$ cat src/rtl/amp_guard_pkg.sv
package amp_guard_pkg;

  typedef enum logic [2:0] {
    ST_OFF,
    ST_WAIT_BYP,
    ST_SETTLE,
    ST_ACTIVE,
    ST_THERM_OFF
  } guard_state_t;

endpackage

$ cat src/rtl/amp_guard_thermal.sv
module amp_guard_thermal #(
  parameter int TEMP_W     = 8,
  parameter int HOT_LIMIT  = 150,
  parameter int COOL_LIMIT = 100
) (
  input  logic              clk,
  input  logic              rst,
  input  logic [TEMP_W-1:0] temp_c,
  output logic              hot_now
);

  localparam logic [TEMP_W-1:0] HOT_T  = TEMP_W'(HOT_LIMIT);
  localparam logic [TEMP_W-1:0] COOL_T = TEMP_W'(COOL_LIMIT);

  logic hot_q;

  // Latched trip: set above the upper limit, released only below the lower one.
  always_comb begin
    if (hot_q) hot_now = (temp_c >= COOL_T);
    else       hot_now = (temp_c > HOT_T);
  end

  always_ff @(posedge clk) begin
    if (rst) hot_q <= 1'b0;
    else     hot_q <= hot_now;
  end

  // the latch can only be set by a reading above the upper limit
  a_r5_trip_needs_hot: assert property (@(posedge clk) disable iff (rst)
    (!hot_q && temp_c <= HOT_T) |=> !hot_q);

  // the latch can only be released by a reading below the lower limit
  a_r5_release_needs_cool: assert property (@(posedge clk) disable iff (rst)
    (hot_q && temp_c >= COOL_T) |=> hot_q);

endmodule

$ cat src/rtl/amp_guard_change_det.sv
module amp_guard_change_det #(
  parameter int W = 2
) (
  input  logic         clk,
  input  logic         rst,
  input  logic [W-1:0] sig,
  output logic         changed
);

  logic [W-1:0] last_q;

  always_ff @(posedge clk) begin
    if (rst) last_q <= '0;
    else     last_q <= sig;
  end

  assign changed = (sig != last_q);

endmodule

$ cat src/rtl/amp_guard_settle_timer.sv
module amp_guard_settle_timer #(
  parameter int CNT_W = 8
) (
  input  logic             clk,
  input  logic             rst,
  input  logic             load,
  input  logic             run,
  input  logic [CNT_W-1:0] len,
  output logic             done
);

  logic [CNT_W-1:0] cnt_q;
  logic [CNT_W:0]   cnt_plus;

  // Zero length behaves as one cycle because cnt+1 >= 0 always holds.
  assign cnt_plus = {1'b0, cnt_q} + (CNT_W+1)'(1);
  assign done     = (cnt_plus >= {1'b0, len});

  always_ff @(posedge clk) begin
    if (rst || load)      cnt_q <= '0;
    else if (run && !done) cnt_q <= cnt_q + CNT_W'(1);
  end

  // the count never runs past the programmed length while it is stable
  a_r8_count_bounded: assert property (@(posedge clk) disable iff (rst)
    (run && !load && done && $stable(len)) |=> (cnt_q == $past(cnt_q)));

endmodule

$ cat src/rtl/amp_guard_ctrl.sv
module amp_guard_ctrl
  import amp_guard_pkg::*;
#(
  parameter int TEMP_W     = 8,
  parameter int HOT_LIMIT  = 150,
  parameter int COOL_LIMIT = 100,
  parameter int CNT_W      = 8,
  parameter int SRC_W      = 2
) (
  input  logic              clk,
  input  logic              rst,
  input  logic              supply_good,
  input  logic              shdn_n,
  input  logic              mute_pin,
  input  logic              sw_mute,
  input  logic              mode_se,
  input  logic [SRC_W-1:0]  src_sel,
  input  logic              uv_flag,
  input  logic              bypass_ok,
  input  logic [TEMP_W-1:0] temp_c,
  input  logic [CNT_W-1:0]  settle_len,
  output logic              amp_en,
  output logic              mute_out,
  output logic              reg_hold,
  output logic              reg_por
);

  localparam logic [TEMP_W-1:0] HOT_T = TEMP_W'(HOT_LIMIT);

  guard_state_t st_q, st_d;
  logic hot_now, src_chg, mode_chg, any_chg;
  logic tmr_load, tmr_done;
  logic byp_seen_q, byp_seen_d;

  amp_guard_thermal #(
    .TEMP_W(TEMP_W), .HOT_LIMIT(HOT_LIMIT), .COOL_LIMIT(COOL_LIMIT)
  ) i_thermal (
    .clk(clk), .rst(rst), .temp_c(temp_c), .hot_now(hot_now)
  );

  amp_guard_change_det #(.W(SRC_W)) i_src_chg (
    .clk(clk), .rst(rst), .sig(src_sel), .changed(src_chg)
  );

  amp_guard_change_det #(.W(1)) i_mode_chg (
    .clk(clk), .rst(rst), .sig(mode_se), .changed(mode_chg)
  );

  assign any_chg = src_chg || mode_chg;

  amp_guard_settle_timer #(.CNT_W(CNT_W)) i_timer (
    .clk(clk), .rst(rst), .load(tmr_load), .run(st_q == ST_SETTLE),
    .len(settle_len), .done(tmr_done)
  );

  // Next-state logic: supply and shutdown override everything else.
  always_comb begin
    st_d     = st_q;
    tmr_load = 1'b0;
    if (!supply_good || !shdn_n) begin
      st_d = ST_OFF;
    end else begin
      unique case (st_q)
        ST_OFF:      st_d = ST_WAIT_BYP;
        ST_WAIT_BYP: if (bypass_ok) begin
                       if (hot_now) st_d = ST_THERM_OFF;
                       else begin st_d = ST_SETTLE; tmr_load = 1'b1; end
                     end
        ST_SETTLE:   if (hot_now)       st_d = ST_THERM_OFF;
                     else if (any_chg)  tmr_load = 1'b1;
                     else if (tmr_done) st_d = ST_ACTIVE;
        ST_ACTIVE:   if (hot_now) st_d = ST_THERM_OFF;
                     else if (any_chg) begin st_d = ST_SETTLE; tmr_load = 1'b1; end
        ST_THERM_OFF: if (!hot_now) begin st_d = ST_SETTLE; tmr_load = 1'b1; end
        default:     st_d = ST_OFF;
      endcase
    end
  end

  always_comb begin
    if (!supply_good)   byp_seen_d = 1'b0;
    else if (bypass_ok) byp_seen_d = 1'b1;
    else                byp_seen_d = byp_seen_q;
  end

  always_ff @(posedge clk) begin
    if (rst) begin
      st_q       <= ST_OFF;
      byp_seen_q <= 1'b0;
      amp_en     <= 1'b0;
      mute_out   <= 1'b1;
      reg_hold   <= 1'b1;
      reg_por    <= 1'b1;
    end else begin
      st_q       <= st_d;
      byp_seen_q <= byp_seen_d;
      amp_en     <= (st_d == ST_SETTLE) || (st_d == ST_ACTIVE);
      mute_out   <= (st_d != ST_ACTIVE) || mute_pin || sw_mute || uv_flag;
      reg_hold   <= !byp_seen_d;
      reg_por    <= !supply_good;
    end
  end

  a_r1_mute_merge: assert property (@(posedge clk) disable iff (rst)
    (mute_pin || sw_mute) |=> mute_out);

  a_r2_shutdown_off: assert property (@(posedge clk) disable iff (rst)
    !shdn_n |=> (!amp_en && mute_out));

  a_r2_shutdown_keeps_regs: assert property (@(posedge clk) disable iff (rst)
    (!shdn_n && supply_good && !reg_por) |=> !reg_por);

  a_r4_uv_mutes: assert property (@(posedge clk) disable iff (rst)
    uv_flag |=> mute_out);

  a_r5_hot_disables: assert property (@(posedge clk) disable iff (rst)
    (temp_c > HOT_T) |=> (!amp_en && mute_out));

  a_r6_no_enable_on_hold: assert property (@(posedge clk) disable iff (rst)
    amp_en |-> !reg_hold);

  a_r6_hold_stays_open: assert property (@(posedge clk) disable iff (rst)
    (!reg_hold && supply_good) |=> !reg_hold);

  a_r7_supply_loss: assert property (@(posedge clk) disable iff (rst)
    !supply_good |=> (reg_por && !amp_en && mute_out));

  a_r8_muted_on_enable: assert property (@(posedge clk) disable iff (rst)
    $rose(amp_en) |-> mute_out);

endmodule

$ cat config.mk
export PLATFORM = sky130hd
export DESIGN_NAME = amp_guard_ctrl
export DESIGN_NICKNAME = d
export VERILOG_FILES = /design/src/rtl/amp_guard_pkg.sv /design/src/rtl/amp_guard_thermal.sv /design/src/rtl/amp_guard_change_det.sv /design/src/rtl/amp_guard_settle_timer.sv /design/src/rtl/amp_guard_ctrl.sv
export SDC_FILE = /design/constraint.sdc
export NUM_CORES = 1
export LEC_CHECK = 0
export BUFFER_PORTS_ARGS = -buffer_cell sky130_fd_sc_hd__buf_2
export CAP_MARGIN = 25
export CORE_AREA = 2 2 54 56
export CTS_BUF_LIST = sky130_fd_sc_hd__clkbuf_8 sky130_fd_sc_hd__clkbuf_16
export DETAILED_ROUTE_END_ITERATION = 7
export DIE_AREA = 0 0 56 58
export HOLD_SLACK_MARGIN = 0.02
export PLACE_DENSITY = 0.73
export SETUP_SLACK_MARGIN = 0.2
export SLEW_MARGIN = 30
export SYNTH_ARGS = -nofsm -noshare
export SYNTH_HDL_FRONTEND = slang
export SYNTH_HIERARCHICAL = 1
export SYNTH_SLANG_ARGS = --single-unit
$ cat constraint.sdc
create_clock -name clk -period 3.05 [get_ports clk]
set_input_delay 0.305 -clock clk [delete_from_list [all_inputs] [get_ports clk]]
set_output_delay 0.305 -clock clk [all_outputs]
set_load 0.02 [all_outputs]
==> run_results.csv <==
group,metric,value,unit
drt,wire_per_inst,12.7,µm
cells_and_area,drive_gt1_share,36.8,%
synthesis,synth_mux_area_share,0,%
cells_and_area,area_delta_synth_final,27.2,%
place,dp_hpwl,1960,µm
sta,period_share,91.6,%
job,cap_violations,0,
synthesis,synth-async-reset-ratio,0,%
worst_setup_path,setup.worst_path.start,"i_timer/cnt_q[0]",
clock_tree,cts_made_buffers,3,
clock_tree,clock-root-buffer,"clkbuf_8",
floorplan,start_util,45.3,%
synthesis,synth_fa_ha_area_share,9.34,%
clock_tree,cts_hold_buf,0,
clock_tree,cts_tree,"yes",
cells_and_area,diodes,0,
clock_tree,path_clk_slew,0.08,ns
place,placed_cells,197,
floorplan,dieArea,3250,µm²
global_route,grt_pass1_vias,1028,
place,io_buffers,30,
synthesis,ys_seq_elements,20,
drt,route.detailed.vias_per_inst,5.44,
synthesis,synthSimpleGateAreaFrac,26.5,%
drt,wl,2610,µm
sta,slew-limit-headroom,75.3,%
sta,fin_worst_skew,0.00276,ns
floorplan,num_io_pins,31,
global_route,grtUsageTotal,16.0,%
synthesis,syn_avg_cell_area,8.87,µm²
sta,finalCriticalPeriod,2.79,ns
synthesis,ys.flop_type,"dfxtp_1",
sta,drv_slew,0,
worst_setup_path,path_max_fanout,16,
floorplan,die_w,56,µm
floorplan,core_area,2660,µm²
synthesis,syn_nets,172,
clock_tree,clock_sinks,20,
drt,dr.pass1.iters,4,
worst_setup_path,worst-endpoint-arrival,2.99,ns
global_route,grt_remaining_overflow,0,
power,leakagePower,0.677,nW
sta,hold_viol,0,
drt,drc,0,
synthesis,syn_area,1210,µm²
drt,drt_iter0_markers,40,
worst_setup_path,crit_path_top_delay_cell,"or4_1",
sta,setup_viol,0,
sta,fmax,358,MHz
min_path,hold_path.startpoint,"supply_good",
synthesis,synth_edf_count,0,
global_route,antenna_found_initial,0,
sta,tns,0,ns
sta,tightest_slew,0.366,ns
worst_setup_path,worstSetupPathType,"reg -> reg",
drt,ant_nets,0,
synthesis,synth_top_family_by_area,"simple AND/OR/NAND/NOR gates",
floorplan,die_h,58,µm
cells_and_area,utilization,57.6,%
cells_and_area,finalNetCount,211,
worst_setup_path,required,3.25,ns
status,outcome,"complete, no violations",
global_route,grt_pass1_wl,4200,µm
worst_setup_path,crit_path_max_incr_delay,0.48,ns
power,ir_worst_vdd,0.367,mV
worst_setup_path,start_kind,"flop",
synthesis,syn-instance-count,136,
sta,rsz0062_at_grt,"false",
place,place.gp.congestion,0.818,
clock_tree,clockBufferDepth,2,
clock_tree,h-tree-depth,1,
synthesis,ys_types,40,
power,powerDensity,344,nW/µm²
worst_setup_path,crit_chain,"ha_4 > nand3_4 > or2_4 > xnor2_1 > ha_1 > and3_4 > a221oi_2 > o21ai_2 > buf_6 > or4_1 > a21oi_1",
synthesis,synth_xor_area_share,6.54,%
synthesis,synth.yosys.warnings,6,
min_path,hold_path.class,"in -> reg",
floorplan,num_rows,19,
synthesis,synth_compound_area_share,19.7,%
synthesis,yosysSeqAreaShare,33.2,%
global_route,grt_max_degree,17,
drt,via_count,1115,
cells_and_area,instances_no_fill,205,
worst_setup_path,endpoint_kind,"flop",
clock_tree,clkLatencyLatePin,0.26,ns
worst_setup_path,rr_startpoint,"i_timer/cnt_q[0]",
-- cells by family (layout without fill, tap and decap cells) --
logic type / after synthesis / after routing
AO/OA/AOI/OAI: 34 / 34
XOR/XNOR: 9 / 9
flip-flops: 20 / 20
AND/OR/NAND/NOR: 51 / 51
buffers and inverters: 13 / 51
adder cells (fa/ha/maj): 9 / 9
-- Yosys cell counts (all sizes together), types with 2 or more instances --
cell / instances / area share, %
xnor2: 5 / 3.6
nand3b: 3 / 1.9
xor2: 4 / 2.9
a21oi: 11 / 4.6
or2: 4 / 2.3
and3: 2 / 1.6
nor3b: 3 / 1.9
or3: 2 / 1.0
dfxtp: 20 / 33
nor3: 3 / 1.2
a21o: 4 / 2.6
o31ai: 6 / 3.7
nor2b: 2 / 1.0
nand2: 8 / 2.5
nand2b: 2 / 1.0
nand3: 5 / 2.5
ha: 9 / 9.3
o21ai: 7 / 3.8
or4: 6 / 3.7
nor2: 6 / 1.9
buf: 2 / 1.3
inv: 10 / 3.1
o211ai: 2 / 1.2
-- worst max-delay path, delay by kind of cell (launching register included) --
kind	cells	cell delay (ns)
xor gates and xnor gates	1	0.14
buffers and inverters	1	0.16
DFF	1	0.39
and+or+nand+nor	4	1.01
AOI/OAI and AO/OA	3	0.53
adders and majority gates	2	0.49
-- flip-flops by register name, summed over array words and instances, names as in the netlist --
signal             count
amp_en                 1
i_src_chg/last_q       2
byp_seen_q             1
i_timer/cnt_q          8
i_thermal/hot_q        1
reg_hold               1
reg_por                1
st_q                   3
i_mode_chg/last_q      1
mute_out               1
-- power by group --
| group | internal, W | switching (W) |
|---|---|---|
| clock network | 0.000115 | 0.0000887 |
| registers | 0.000265 | 0.00000295 |
| logic | 0.0000288 | 0.0000279 |
| total | 0.000409 | 0.000120 |
-- area by class of cell --
cell class	instances	area, µm²
multi-input combinational	103	786
fill	245	1130
clock buffer	4	55.1
timing repair buffer	37	206
tap	31	38.8
inverter	10	37.5
sequential	20	410
-- repair_timing --
action / 4_1_cts / 5_1_grt
pin swaps: 0 / 10
endpoints found under the hold margin: 0 / 0
endpoints found under the setup margin: 1 / 8
gates resized for setup: 2 / 10
setup buffers: 0 / 4
-- layer usage --
layer / part of all wire [%] / vias up / global-route usage, %
met3: 4.5 / 2 / 2.01
met2: 50 / 33 / 31.3
met1: 45 / 511 / 18.2
met4: 0.54 / 0 / 4.08
met5: 0 / - / 0
li1: - / 569 / -
-- through the flow --
stage	hold slack, ns	worst slack, ns	total power [W]	area (µm²)
floorplan	0.374	0.203	0.000305	1210
global placement	0.459	0.296	0.000329	1410
detailed placement	0.468	0.224	0.000332	1410
CTS	0.286	0.217	0.000530	1470
global route	0.294	0.120	0.000548	1530
finish	0.278	0.257	0.000528	1530
-- worst paths after layout --
kind,to,slack (ns),cells after the start
max,i_timer/cnt_q[4],0.26,11
min,reg_por,0.28,2
max reg2reg,i_timer/cnt_q[4],0.26,11
min reg2reg,byp_seen_q,0.48,2
-- cells in the final DEF, fill, tap and decap left out, types with 2 or more instances in the layout --
cell type  Yosys  final
dfxtp_4        0      2
nand2b_1       2      2
a21oi_2        0      2
o211ai_1       2      2
o31ai_1        6      6
nand3_1        4      4
xor2_1         4      4
a21o_1         3      3
nor3b_1        3      3
o21ai_0        3      3
or2_4          1      3
xnor2_1        5      5
nand2_1        8      8
dfxtp_2        0      2
a21oi_1       11      9
nor3_1         3      2
o21ai_2        3      3
nand3b_1       3      3
or3_1          2      2
buf_4          0      6
nor2_1         6      6
inv_1         10     10
buf_2          1     30
nor2b_1        2      2
ha_1           9      8
clkbuf_8       0      4
dfxtp_1       20     16
or4_1          6      6
No activity file was read; power rests on OpenSTA's default activity.
